**src/rtl/ipchk_pkg.sv**
```systemverilog
package ipchk_pkg;
  localparam logic [15:0] ETYPE_V4 = 16'h0800;
  localparam logic [15:0] ETYPE_V6 = 16'h86DD;
  localparam int unsigned ETH_HDR_B = 14;
  localparam int unsigned V6_HDR_B  = 40;

  typedef struct packed {
    logic [15:0] etype;
    logic [3:0]  ver;
    logic [3:0]  ihl;
    logic [15:0] len_fld;  // v4 total length or v6 payload length
    logic [7:0]  proto;
  } ip_fields_t;
endpackage

```
**src/rtl/ipchk_byte_cnt.sv**
```systemverilog
module ipchk_byte_cnt #(
  parameter int unsigned CNT_W = 16
) (
  input  logic             clk_i,
  input  logic             rst_ni,
  input  logic             valid_i,
  input  logic             last_i,
  output logic [CNT_W-1:0] cnt_o
);
  // index of the byte currently on the bus, saturating
  always_ff @(posedge clk_i or negedge rst_ni) begin
    if (!rst_ni)                   cnt_o <= '0;
    else if (valid_i && last_i)    cnt_o <= '0;
    else if (valid_i && cnt_o != '1) cnt_o <= cnt_o + 1'b1;
  end

  a_r10_cnt_restart: assert property (@(posedge clk_i) disable iff (!rst_ni)
    valid_i && last_i |=> cnt_o == '0);
  a_r10_cnt_idle: assert property (@(posedge clk_i) disable iff (!rst_ni)
    !valid_i |=> $stable(cnt_o));
endmodule

```
**src/rtl/ipchk_field_cap.sv**
```systemverilog
module ipchk_field_cap
  import ipchk_pkg::*;
#(
  parameter int unsigned CNT_W = 16
) (
  input  logic             clk_i,
  input  logic             rst_ni,
  input  logic             valid_i,
  input  logic [7:0]       data_i,
  input  logic [CNT_W-1:0] cnt_i,
  output ip_fields_t       fld_o   // includes the byte on the bus this cycle
);
  ip_fields_t fld_q, fld_d;
  logic       v4_q, v6_q;

  assign v4_q = (fld_q.etype == ETYPE_V4);
  assign v6_q = (fld_q.etype == ETYPE_V6);

  always_comb begin
    fld_d = fld_q;
    if (valid_i) begin
      unique case (cnt_i)
        CNT_W'(12): fld_d.etype[15:8] = data_i;
        CNT_W'(13): fld_d.etype[7:0]  = data_i;
        CNT_W'(14): {fld_d.ver, fld_d.ihl} = data_i;
        CNT_W'(16): if (v4_q) fld_d.len_fld[15:8] = data_i;
        CNT_W'(17): if (v4_q) fld_d.len_fld[7:0]  = data_i;
        CNT_W'(18): if (v6_q) fld_d.len_fld[15:8] = data_i;
        CNT_W'(19): if (v6_q) fld_d.len_fld[7:0]  = data_i;
        CNT_W'(20): if (v6_q) fld_d.proto = data_i;
        CNT_W'(23): if (v4_q) fld_d.proto = data_i;
        default: ;
      endcase
    end
  end

  always_ff @(posedge clk_i or negedge rst_ni) begin
    if (!rst_ni) fld_q <= '0;
    else         fld_q <= fld_d;
  end

  assign fld_o = fld_d;

  a_r2_etype_hold: assert property (@(posedge clk_i) disable iff (!rst_ni)
    valid_i && cnt_i > CNT_W'(13) |=> $stable(fld_q.etype));
endmodule

```
**src/rtl/ipchk_verdict.sv**
```systemverilog
module ipchk_verdict
  import ipchk_pkg::*;
#(
  parameter int unsigned CNT_W = 16
) (
  input  logic             clk_i,
  input  logic             rst_ni,
  input  logic             valid_i,
  input  logic             last_i,
  input  logic [CNT_W-1:0] cnt_i,
  input  ip_fields_t       fld_i,
  output logic             sts_valid_o,
  output logic             hdr_err_o,
  output logic             pay_err_o
);
  logic [31:0] n_bytes, hlen, exp_len, got_len;
  logic        is4, is6, proto_ok, hdr_d, pay_d;

  assign n_bytes = 32'(cnt_i) + 32'd1;
  assign is4     = (fld_i.etype == ETYPE_V4);
  assign is6     = (fld_i.etype == ETYPE_V6);
  assign hlen    = is4 ? {26'd0, fld_i.ihl, 2'b00} : 32'(V6_HDR_B);
  assign exp_len = is4 ? (32'(fld_i.len_fld) - hlen) : 32'(fld_i.len_fld);
  assign got_len = n_bytes - 32'(ETH_HDR_B) - hlen;

  always_comb begin
    if (is4) proto_ok = fld_i.proto inside {8'd1, 8'd6, 8'd17};
    else     proto_ok = fld_i.proto inside {8'd6, 8'd17, 8'd58};
  end

  // ordered checks: first failing rule decides
  always_comb begin
    hdr_d = 1'b0;
    pay_d = 1'b0;
    if (n_bytes < 32'(ETH_HDR_B) || !(is4 || is6)) begin
      hdr_d = 1'b0;
    end else if (n_bytes < 32'(ETH_HDR_B) + 32'd1) begin
      hdr_d = 1'b1;
    end else if ((is4 && fld_i.ver != 4'd4) || (is6 && fld_i.ver != 4'd6)) begin
      hdr_d = 1'b1;
    end else if (is4 && fld_i.ihl < 4'd5) begin
      hdr_d = 1'b1;
    end else if (n_bytes < 32'(ETH_HDR_B) + hlen) begin
      hdr_d = 1'b1;
    end else if (!proto_ok) begin
      hdr_d = 1'b0;
    end else if (is4 && 32'(fld_i.len_fld) < hlen) begin
      hdr_d = 1'b1;
    end else begin
      pay_d = (exp_len != got_len);
    end
  end

  always_ff @(posedge clk_i or negedge rst_ni) begin
    if (!rst_ni) begin
      sts_valid_o <= 1'b0;
      hdr_err_o   <= 1'b0;
      pay_err_o   <= 1'b0;
    end else if (valid_i && last_i) begin
      sts_valid_o <= 1'b1;
      hdr_err_o   <= hdr_d;
      pay_err_o   <= pay_d;
    end else if (valid_i) begin
      sts_valid_o <= 1'b0;
      hdr_err_o   <= 1'b0;
      pay_err_o   <= 1'b0;
    end
  end

  a_r9_flags_exclusive: assert property (@(posedge clk_i) disable iff (!rst_ni)
    !(hdr_err_o && pay_err_o));
  a_r10_flags_need_sts: assert property (@(posedge clk_i) disable iff (!rst_ni)
    !sts_valid_o |-> !hdr_err_o && !pay_err_o);
  a_r10_rise_after_last: assert property (@(posedge clk_i) disable iff (!rst_ni)
    $rose(sts_valid_o) |-> $past(valid_i && last_i));
  a_r10_hold_idle: assert property (@(posedge clk_i) disable iff (!rst_ni)
    !valid_i |=> $stable({sts_valid_o, hdr_err_o, pay_err_o}));
  a_r10_clear_on_start: assert property (@(posedge clk_i) disable iff (!rst_ni)
    valid_i && !last_i && cnt_i == '0 |=> !sts_valid_o);
endmodule

```
**src/rtl/ipchk_top.sv**
```systemverilog
module ipchk_top
  import ipchk_pkg::*;
#(
  parameter int unsigned CNT_W = 16
) (
  input  logic       clk_i,
  input  logic       rst_ni,
  input  logic       valid_i,
  input  logic [7:0] data_i,
  input  logic       last_i,
  output logic       sts_valid_o,
  output logic       hdr_err_o,
  output logic       pay_err_o,
  output logic       err_sum_o
);
  logic [CNT_W-1:0] cnt;
  ip_fields_t       fld;

  ipchk_byte_cnt #(.CNT_W(CNT_W)) u_cnt (
    .clk_i, .rst_ni, .valid_i, .last_i, .cnt_o(cnt)
  );

  ipchk_field_cap #(.CNT_W(CNT_W)) u_cap (
    .clk_i, .rst_ni, .valid_i, .data_i, .cnt_i(cnt), .fld_o(fld)
  );

  ipchk_verdict #(.CNT_W(CNT_W)) u_vrd (
    .clk_i, .rst_ni, .valid_i, .last_i, .cnt_i(cnt), .fld_i(fld),
    .sts_valid_o, .hdr_err_o, .pay_err_o
  );

  assign err_sum_o = hdr_err_o | pay_err_o;

  a_r1_quiet_after_reset: assert property (@(posedge clk_i) disable iff (!rst_ni)
    $rose(rst_ni) |-> !sts_valid_o && !err_sum_o);
endmodule

```
**config.mk**
```make
export PLATFORM = sky130hd
export DESIGN_NAME = ipchk_top
export DESIGN_NICKNAME = d
export VERILOG_FILES = /design/src/rtl/ipchk_pkg.sv /design/src/rtl/ipchk_byte_cnt.sv /design/src/rtl/ipchk_field_cap.sv /design/src/rtl/ipchk_verdict.sv /design/src/rtl/ipchk_top.sv
export SDC_FILE = /design/constraint.sdc
export NUM_CORES = 1
export LEC_CHECK = 0
export CORE_ASPECT_RATIO = 2
export CORE_UTILIZATION = 45
export CTS_BUF_LIST = sky130_fd_sc_hd__clkbuf_8
export DETAILED_ROUTE_END_ITERATION = 7
export HOLD_SLACK_MARGIN = 0.03
export REMOVE_ABC_BUFFERS = 1
export SLEW_MARGIN = 20
export SYNTH_ARGS = -nofsm -noshare
export SYNTH_HDL_FRONTEND = slang
export SYNTH_HIERARCHICAL = 1
export SYNTH_SLANG_ARGS = --single-unit
```
**constraint.sdc**
```tcl
create_clock -name clk_i -period 6.57 [get_ports clk_i]
set_clock_uncertainty 0.15 [all_clocks]
set_input_delay 1.314 -clock clk_i [delete_from_list [all_inputs] [get_ports clk_i]]
set_output_delay 1.314 -clock clk_i [all_outputs]
set_load 0.01 [all_outputs]
```
# After elaboration in Yosys (flattened, before gate mapping)
# Cells that the tools add are included.
# totals
regBits,67
elab_cells,92
# classes
add_sub_neg,6
n_lt_le_gt_ge,5
eq_ne,21
n_mux,36
bitwise_logic,1
n_reduce_logical,14
# op_table
op,count
$eq 16x5->1 const B,6
$mux 8,9
$lt 32x4->1 const B,2
$eq 16x4->1 const B,3
$mux 48,1
$pmux 8 s2,3
$add 4x32->32 const A,1
$eq 16x12->1 const B,2
$eq 16x16->1 const B,2
$lt 16x32->1,1
$lt 32x32->1,1
$mux 16,2
$mux 32,1
$ne 32x32->1,1
$sub 16x32->32,1
$sub 32x32->32,1
$sub 32x4->32 const B,1
$mux 1,19
$add 16x1->17 const B,1
$add 16x1->16 const B,1
$ne 16x16->1 const B,1
$eq 8x1->1 const B,1
$eq 8x3->1 const B,1
$eq 8x5->1 const B,1
other kinds (10),20

# Longest topological paths before layout
# Gate-level depths: netlist of run 1.
# depth
depth_word,17
depth_mapped,22
mapped_depth_nobuf,21

# Cells and area by module
# Netlist of run 1, hierarchy kept.
# modules_own_cells
mod,instances,cells_per_inst,area_per_inst_um2
ipchk_verdict,1,381,2682.6
ipchk_field_cap,1,133,2093.3
ipchk_byte_cnt,1,122,1098.6
ipchk_top,1,1,6.3

# Worst setup path after synthesis of run 1
# No wires, ideal clock.
# synth_path
path_type,input -> register
from,input valid_i
to,register u_vrd.pay_err_o
setup_ns,0.134
t_arrival_ns,5.617
setup_slack_ns,0.669
stages,21
n_path_buf,1
cell_sequence,nand4b_1 -> or3_1 -> buf_6 -> mux2_4 -> nor4_1 -> and3b_1 -> and4_1 -> and2_1 -> ha_1 -> inv_1 -> fa_1 -> a21o_1 -> a21oi_1 -> nand3_1 -> nand2_1 -> nand2_1 -> xnor2_1 -> or3_1 -> a221o_1 -> nor4_2 -> a31oi_1
# synth_rtl
element,line,text
from (decl),ipchk_top.sv:8,"input logic valid_i,"
to (signal assigned),ipchk_verdict.sv:62,pay_err_o <= pay_d;
to (decl),ipchk_verdict.sv:14,output logic pay_err_o

==> results of run 1 <==
==> how the worst max path moves through the flow <==
stage / end / startpoint / cells after the start
2_1_floorplan: u_vrd/pay_err_o / valid_i / 20
3_3_place_gp: u_vrd/pay_err_o / valid_i / 23
3_5_place_dp: u_vrd/pay_err_o / valid_i / 22
4_1_cts: u_vrd/pay_err_o / valid_i / 22
5_1_grt: u_vrd/pay_err_o / valid_i / 22
6_report: u_vrd/pay_err_o / valid_i / 21
==> registers in the layout (all words and copies together), names as in the netlist <==
signal and count:
u_cap/fld_q 48, u_cnt/cnt_o 16, u_vrd/hdr_err_o 1, u_vrd/pay_err_o 1, u_vrd/sts_valid_o 1
==> repair_timing <==
item	in CTS	in global routing
setup endpoints to repair	0	1
gates resized for setup	0	2
setup buffers	0	0
==> placed cells by master (no fill, tap or decap), types with 11 or more instances in the layout <==
cell,synthesis,layout
sky130_fd_sc_hd__a21oi_1,27,27
sky130_fd_sc_hd__and3_1,11,11
sky130_fd_sc_hd__buf_4,4,53
sky130_fd_sc_hd__clkdlybuf4s50_1,0,14
sky130_fd_sc_hd__dfrtp_1,67,67
sky130_fd_sc_hd__ha_1,15,15
sky130_fd_sc_hd__inv_1,21,21
sky130_fd_sc_hd__mux2_2,36,36
sky130_fd_sc_hd__mux2_4,16,16
sky130_fd_sc_hd__nand2_1,47,47
sky130_fd_sc_hd__nand3_1,24,24
sky130_fd_sc_hd__nand4_1,22,22
sky130_fd_sc_hd__nor2_1,41,41
sky130_fd_sc_hd__nor3_1,14,14
sky130_fd_sc_hd__nor4_1,18,17
sky130_fd_sc_hd__o21ai_0,23,23
sky130_fd_sc_hd__xnor2_1,35,35
sky130_fd_sc_hd__xor2_1,16,16
==> worst register-to-register path, cell delays in order (launching register included) <==
cell and delay (ps):
sky130_fd_sc_hd__dfrtp_1 370, sky130_fd_sc_hd__buf_4 190, sky130_fd_sc_hd__nor3_1 540, sky130_fd_sc_hd__nand4b_1 310, sky130_fd_sc_hd__or3_1 500, sky130_fd_sc_hd__mux2_4 370, sky130_fd_sc_hd__nor4_2 280, sky130_fd_sc_hd__and3b_1 220
sky130_fd_sc_hd__and4_1 200, sky130_fd_sc_hd__and2_1 180, sky130_fd_sc_hd__ha_1 180, sky130_fd_sc_hd__inv_1 50, sky130_fd_sc_hd__fa_1 390, sky130_fd_sc_hd__a21o_1 180, sky130_fd_sc_hd__a21oi_1 140, sky130_fd_sc_hd__buf_4 140
sky130_fd_sc_hd__nand4b_1 190, sky130_fd_sc_hd__nand2_1 150, sky130_fd_sc_hd__xnor2_1 80, sky130_fd_sc_hd__or3_1 380, sky130_fd_sc_hd__a221o_1 330, sky130_fd_sc_hd__nor4_2 270, sky130_fd_sc_hd__a31oi_1 110
==> routing by layer <==
layer | track usage (%) | routed length, um | vias up
li1 | - | - | 2537
met1 | 26.9 | 6630 | 2750
met2 | 56.6 | 10600 | 199
met3 | 4.85 | 800 | 91
met4 | 24.6 | 1650 | 0
met5 | 0 | 0 | -
==> synth_stat cells (9+ instances only) <==
| library cell | n | area share [%] |
|---|---|---|
| sky130_fd_sc_hd__o21ai_0 | 23 | 2.0 |
| sky130_fd_sc_hd__nand2_1 | 47 | 3.0 |
| sky130_fd_sc_hd__mux2_2 | 36 | 6.9 |
| sky130_fd_sc_hd__or4_1 | 9 | 1.1 |
| sky130_fd_sc_hd__nor2_1 | 41 | 2.6 |
| sky130_fd_sc_hd__ha_1 | 15 | 3.2 |
| sky130_fd_sc_hd__xor2_1 | 16 | 2.4 |
| sky130_fd_sc_hd__dfrtp_1 | 67 | 29 |
| sky130_fd_sc_hd__nand2b_1 | 9 | 0.96 |
| sky130_fd_sc_hd__nand3_1 | 24 | 2.0 |
| sky130_fd_sc_hd__and3_1 | 11 | 1.2 |
| sky130_fd_sc_hd__xnor2_1 | 35 | 5.2 |
| sky130_fd_sc_hd__a21oi_1 | 27 | 2.3 |
| sky130_fd_sc_hd__nor4_1 | 18 | 1.9 |
| sky130_fd_sc_hd__inv_1 | 21 | 1.3 |
| sky130_fd_sc_hd__nor3_1 | 14 | 1.2 |
| sky130_fd_sc_hd__nand4_1 | 22 | 2.3 |
| sky130_fd_sc_hd__mux2_4 | 16 | 4.1 |
| sky130_fd_sc_hd__or3_1 | 9 | 0.96 |
| sky130_fd_sc_hd__clkbuf_1 | 12 | 0.77 |
==> per-stage QoR <==
stage	hold slack (ps)	setup WS, ps
after global routing	372	25.8
final	357	312
after CTS	358	262
after detailed placement	336	-106
after global placement	332	-11.2
after floorplan	321	587
==> final cells by class <==
cell class                 count  area share, %
multi-input combinational    524           59.7
sequential                    67           25.1
timing repair buffer          68           8.12
tap                          150           2.81
clock buffer                   9           1.85
clock inverter                 7           1.24
inverter                      22           1.24
==> power by group <==
part	internal, mW	switching, mW	leakage, nW
clock network	0.181	0.198	0.0984
registers	0.417	0.00508	0.931
logic	0.0768	0.125	1.86
==> logic make-up after synthesis <==
kind of cell,share of synthesized area [%]
AND/OR/NAND/NOR,26.4
AO/OA/AOI/OAI,16.5
flip-flops,28.5
XOR/XNOR,9.21
multiplexers,11.3
buffers and inverters,3.85
adder cells (fa/ha/maj),4.21
==> out/results.txt, run 1 <==
The via count of the first global-routing pass was 5,785; the total number of nets in the final design was 722. Summed area of non-filler cells in the final layout: 6690 um2. Area occupied by multi-input gates: 3990 um2. The run gives 0 as the reported max-cap violation count.

Registers take 1680 um2. The residual overflow from global routing is 0, and the area growth from synthesis to layout is 13.7%. The power density over cell area came out at 150 nW/um2.

The tools report the overall power as 1.00 mW. Across the VDD grid, the largest voltage drop is 0.000151 V. For the post-place instance area, the log shows 6470 um2. Once detail routing completed, the nets flagged for antenna violations numbered 0. The worst setup path is captured at a register. The congestion estimate from routability-driven global placement came to 0.944.

TritonCTS built the clock tree. The x dimension of the die works out to 82.8 um. Share of post-route cells with drive strength above 1: 22.7%. The number of primary I/O pins is 16. The worst hold path begins at u_cap/fld_q[6]. The routed layout has 5,577 vias. The repair_antennas step left the layout with diodes totalling 0. Excluding fillers, the count of instances in the completed layout stands at 847.

Row count: 58. The startpoint identified for the worst register-to-register timing path is u_cnt/cnt_o[7]. The tools report the global-route total usage across every layer as 29.7%. In this run, post-CTS hold repair placed 0 buffers.

Shortest clock period the worst path allows after layout: 6260 ps. The worst hold-check path type is reg2reg. The signal on the critical path passes through clkdlybuf4s50_1 > nand4b_1 > or3_1 > mux2_4 > nor4_2 > and3b_1 > and4_1 > and2_1 > ha_1 > inv_1 > fa_1 > a21o_1 > a21oi_1 > buf_4 > nand4b_1 > nand2_1 > xnor2_1 > or3_1 > a221o_1 > nor4_2 > a31oi_1.

The number of I/O port buffers works out to 15. STA puts the critical path data required time at 6660 ps. Critical path class: in2reg. For the half-perimeter wire length after placement, the log shows 15.3 mm. Derived from the worst setup path, the maximum achievable clock frequency is 160 MHz.

The total standard cell area after synthesis is 5880 um2, and the count of final hold-check violations is 0. Buffers inserted during clock tree synthesis total 9. In the synthesized netlist, the number of instances is 637. Number of synthesized register bits: 67. The clock slew seen by the registers of the worst setup and hold paths came out at 90 ps. The tools report the max-slew headroom at the worst pin as 33.8%. Dividing the detail-routed via count by the number of cells gives 6.58. Setup repair after global routing left no endpoint under its margin. For the starting DRC count in detailed routing, the log shows 332. The tools report the number of warnings issued by yosys as 6. Of the available clock period, the critical path in the final layout requires 95.2%.

The tools report the number of filler instances in the final layout as 1,193. The standard cell with the maximum stage delay on the critical path is sky130_fd_sc_hd__or3_1. Averaged over all synthesized cells, the footprint is 9.23 um2. The path with the worst hold slack has its endpoint at u_cap/fld_q[6].

The largest net degree at the start of global routing was 68; the register-to-register setup slack was 550 ps. CTS placed an instance of sky130_fd_sc_hd__clkbuf_8 at the clock tree root. The buffering stage count on the worst path with inverters included is 3, and the die extent in y is 164 um. Once the floorplan was initialized, standard cells occupied 46.6% of the core. The post-synthesis sequential area ratio is 28.5%, and the number of design rule violations left after detail routing is 0. The per-cell routed wire length is 23.2 um, and the placeable core area is 12,600 um2.

The tools report the clock latency reported for the late side of the worst-skew pair as 370 ps. The clock net in this run drives a total of 67 sinks. The max-slew violation total from the final report is 0. Broken down by cell family, the worst path's largest delay share belongs to simple AND/OR/NAND/NOR gates. The largest single stage delay on the critical path is 500 ps.

The number of flops mapped to enable cells by yosys was 0. The utilization after layout was 52.9%. The largest fanout of any net on the critical path works out to 4.

Static leakage: 2.89 nW. The worst setup path is launched from a primary input. In the synthesized netlist the dominant register cell turns out to be sky130_fd_sc_hd__dfrtp_1.

Cell depth of the worst min-delay path: 1. The longest clock path from root to sink contains 2 buffers. For the worst flop-to-flop path, the logic depth is 22.

Setup total negative slack on the finished layout was measured at 0 ps. The synthesized netlist contains 87 unique library cells. Setup violations remaining at the end of the flow were counted as 0. The die covers 13,600 um2. For the initial antenna violation count, the log shows 0. The tools report the critical register-to-register path endpoint as u_vrd/pay_err_o. The first global-routing pass estimated 30.8 mm of wire. Data on the critical path arrives at its endpoint at 6340 ps.

The first detailed-routing pass ran for 4 iterations. At the pin with the least slew margin, the transition time is 987 ps. The final wirelength came out at 19.7 mm.

Counting tap cells, the placed design contains a total of 831 instances. The run finished with clean final reports. Counting flops with an async set or reset pin after synthesis yields a share of 100%. The H-tree was split into 3 levels.
(Power assumes the default switching activity.)
==> run 2: changes to the inputs <==
--- a/config.mk
+++ b/config.mk
@@ -5,11 +5,15 @@
 export SDC_FILE = /design/constraint.sdc
 export NUM_CORES = 1
 export LEC_CHECK = 0
+export CAP_MARGIN = 20
+export CELL_PAD_IN_SITES_DETAIL_PLACEMENT = 1
+export CELL_PAD_IN_SITES_GLOBAL_PLACEMENT = 1
 export CORE_ASPECT_RATIO = 2
 export CORE_UTILIZATION = 45
 export CTS_BUF_LIST = sky130_fd_sc_hd__clkbuf_8
 export DETAILED_ROUTE_END_ITERATION = 7
 export HOLD_SLACK_MARGIN = 0.03
+export PLACE_DENSITY_LB_ADDON = 0.1
 export REMOVE_ABC_BUFFERS = 1
 export SLEW_MARGIN = 20
 export SYNTH_ARGS = -nofsm -noshare
==> run 2 against run 1 <==
Against the previous run: die area unchanged; setup slack worse by 110 ps; via count is 0.77% higher; critical path depth rose by 1; largest power group unchanged; highest routed layer unchanged; sequential share of layout area is 0.17 points higher; cell area fell by 0.67%; first-iteration DRC count fell by 35%; largest cell class unchanged.
==> out/results.txt, run 2 (synthesis gave the netlist of run 1 again) <==
The register with the most flip-flops in the layout has 48 of them. The routed design could run at a clock period as short as 6370 ps. The worst register-to-register path begins at u_cnt/cnt_o[9]. Counting the fill cells in the layout gives 1,490.

Critical path class: in2reg. For this run, the share of the core covered by cells in the final layout is 52.6%. The largest fanout of any net on the critical path is 6. After detailed placement, the design holds a cell count of 828. Sequential cells account for 43.2% of the total power. The library cells used most frequently in the layout, excluding fill and tap cells, are sky130_fd_sc_hd__dfrtp_1, sky130_fd_sc_hd__buf_4, sky130_fd_sc_hd__nand2_1. The worst setup path is launched from a primary input. The run gives 3990 um2 as the area occupied by multi-input gates. Once detail routing completed, the nets flagged for antenna violations numbered 0.

Clock-pin slew was measured on the worst setup and hold paths at 90 ps. The switching component of the power was 0.327 mW. The floorplan step set the die height to 164 um.

The reported max-cap violation count came out at 0. Counting along the longest clock path gives a buffer depth of 2. Using the TritonRoute via totals, the vias-per-cell ratio works out to 6.66. The first global-routing pass estimated 33.3 mm of wire. The die covers 13,600 um2. Setup repair after global routing left no endpoint under its margin.

16 I/O pins were placed. The total area inside the core boundary comes to 12,600 um2. The initial antenna violation count was 0.

The cell depth of the worst min-delay path works out to 1. Detailed placement finished with a half-perimeter wire length of 16.6 mm. The run gives 0.645 mW as the design internal power. The largest registers in the layout are u_cap/fld_q x48, u_cnt/cnt_o x16. For the worst setup path, the data arrival time is 6450 ps.

For flop-to-flop paths, the worst setup slack is 410 ps. IR analysis of the VDD net gives a maximum drop of 0.000112 V. TritonCTS built the clock tree. The antenna diode count is 0.

Slew of the pin with the lowest slew margin: 979 ps. For the worst setup path, the data required time is 6650 ps. The share of post-route cells with drive strength above 1 came out at 22.3%. TritonCTS created 9 clock buffers. The area growth from synthesis to layout is 12.9%, and the static leakage is 2.86 nW.

The global-route total usage across every layer is 31.8%. The endpoint identified for the worst register-to-register timing path is u_vrd/pay_err_o. The finished layout holds 844 standard cells, fillers aside.

For this run, design rule violations remaining after detail routing come to 0. The logs give 0 for the count of final hold-check violations and 364 ps for the worst hold slack across all endpoints. The TritonCTS sink count was 67; the number of I/O port buffers was 15. The post-place instance area is 6440 um2, and the worst-case reg-to-reg path depth is 22. Based on the critical path, the design can be clocked at up to 157 MHz. The max-slew violation total from the final report is 0, and the per-cell routed wire length is 25.0 um.

Clock latency on the worst-skew pair, taken at its later pin, is 360 ps. Global routing finished with a remaining overflow of 0. The clock network burns 35.3% of the power. The combinational share of power was 21.5%; the max-slew headroom at the worst pin was 34.4%. The run finished with clean final reports. The type of destination of the critical path is a register. The path with the worst hold slack has its endpoint at u_cap/fld_q[8].

Setup violations remaining at the end of the flow were counted as 0. Effective utilization at floorplan: 46.6%. Of the available clock period, the critical path in the final layout requires 97.0%.

The root buffer cell chosen for the clock tree is sky130_fd_sc_hd__clkbuf_8. Worst hold-check path type: reg2reg. The summed area of non-filler cells in the final layout was 6640 um2. The most common cell after layout, fill and taps aside is sky130_fd_sc_hd__dfrtp_1. In the final layout, flip-flops and latches occupy 1680 um2. Entering global routing, the biggest net connects 68 pins. The first detailed-routing pass took 5 iterations.

Routability-driven placement finished with a final weighted congestion of 0.947. Row count: 58. The via count of the first global-routing pass is 6,073, and the starting DRC count in detailed routing is 215. The routed design has 21.1 mm of wire. The power density over cell area is 146 nW/um2, and the net switching fraction of the power is 33.7%. Setup total negative slack on the finished layout was measured at 0 ps. The routed layout has 5,620 vias. In the final design database the tool counted 719 nets. The register with the most flip-flops was u_cap/fld_q. The worst hold path begins at u_cap/fld_q[8]. For the count of H-tree levels built during CTS, the log shows 3. From left edge to right edge, the die measures 82.8 um.
run 2: changes by cell type in the layout (fill, tap and decap cells not counted), sizes merged:
cell,previous run,this run
buf,54,51
bufinv,1,0
clkbuf,9,10
clkinvlp,2,3
inv,25,24
run 2: critical path, cell delays in order:
cell	delay, ps
sky130_fd_sc_hd__clkdlybuf4s50_1	490
sky130_fd_sc_hd__nand4b_1	190
sky130_fd_sc_hd__or3_1	480
sky130_fd_sc_hd__buf_4	230
sky130_fd_sc_hd__mux2_4	310
sky130_fd_sc_hd__nor4_2	350
sky130_fd_sc_hd__and4_1	290
sky130_fd_sc_hd__and2_1	190
sky130_fd_sc_hd__ha_1	190
sky130_fd_sc_hd__inv_1	60
sky130_fd_sc_hd__fa_1	400
sky130_fd_sc_hd__a21o_1	170
sky130_fd_sc_hd__a21oi_1	130
sky130_fd_sc_hd__buf_4	150
sky130_fd_sc_hd__nand3_1	100
sky130_fd_sc_hd__buf_4	170
sky130_fd_sc_hd__nor4_1	220
sky130_fd_sc_hd__xor2_1	290
sky130_fd_sc_hd__buf_4	180
sky130_fd_sc_hd__xor2_1	60
sky130_fd_sc_hd__o31ai_1	350
sky130_fd_sc_hd__a31oi_1	130
run 2: how the worst max path moves through the flow:
| stage | depth (start not counted) | startpoint | end |
|---|---|---|---|
| floorplan | 20 | valid_i | u_vrd/pay_err_o |
| global placement | 20 | valid_i | u_vrd/pay_err_o |
| detailed placement | 21 | valid_i | u_vrd/pay_err_o |
| CTS | 21 | valid_i | u_vrd/pay_err_o |
| global route | 20 | valid_i | u_vrd/pay_err_o |
| finish | 22 | valid_i | u_vrd/pay_err_o |
run 2: timing repair:
item / CTS / global route
resized for setup: 0 / 2
hold buffers: 0 / 0
endpoints found under the setup margin: 0 / 1
buffers inserted: 0 / 0
run 2: layout make-up:
| cell class | instances | share of cell area [%] |
|---|---|---|
| Tap cell | 150 | 2.83 |
| Clock inverter | 6 | 0.735 |
| Multi-Input combinational cell | 524 | 60.0 |
| Timing Repair Buffer | 65 | 7.84 |
| Sequential cell | 67 | 25.2 |
| Clock buffer | 10 | 2.07 |
| Inverter | 22 | 1.24 |
run 2: stage by stage:
step	worst slack [ps]	power, mW
global placement	-40.8	0.625
global route	18.8	1.01
CTS	178	0.980
floorplan	587	0.550
finish	199	0.972
detailed placement	-212	0.634
run 2: power by group through the flow:
| stage | clock [mW] | combinational [mW] | sequential, mW |
|---|---|---|---|
| finish | 0.343 | 0.209 | 0.420 |
| global placement | 0 | 0.198 | 0.428 |
| detailed placement | 0 | 0.206 | 0.428 |
| global route | 0.364 | 0.224 | 0.420 |
| floorplan | 0 | 0.109 | 0.441 |
| CTS | 0.354 | 0.207 | 0.420 |
run 2: metal layers:
layer	share of wire, %	GRT usage [%]	vias to the layer above
li1	-	-	2524
met1	34	29.2	2865
met2	56	63.6	149
met3	2.3	3.23	82
met4	7.3	22.6	0
met5	0	0	-
==> run 3: changes to the inputs <==
--- a/config.mk
+++ b/config.mk
@@ -15,7 +15,6 @@
 export HOLD_SLACK_MARGIN = 0.03
 export PLACE_DENSITY_LB_ADDON = 0.1
 export REMOVE_ABC_BUFFERS = 1
-export SLEW_MARGIN = 20
 export SYNTH_ARGS = -nofsm -noshare
 export SYNTH_HDL_FRONTEND = slang
 export SYNTH_HIERARCHICAL = 1
==> results of run 3 <==
The final DEF is identical to that of run 2; final timing and power are the same.
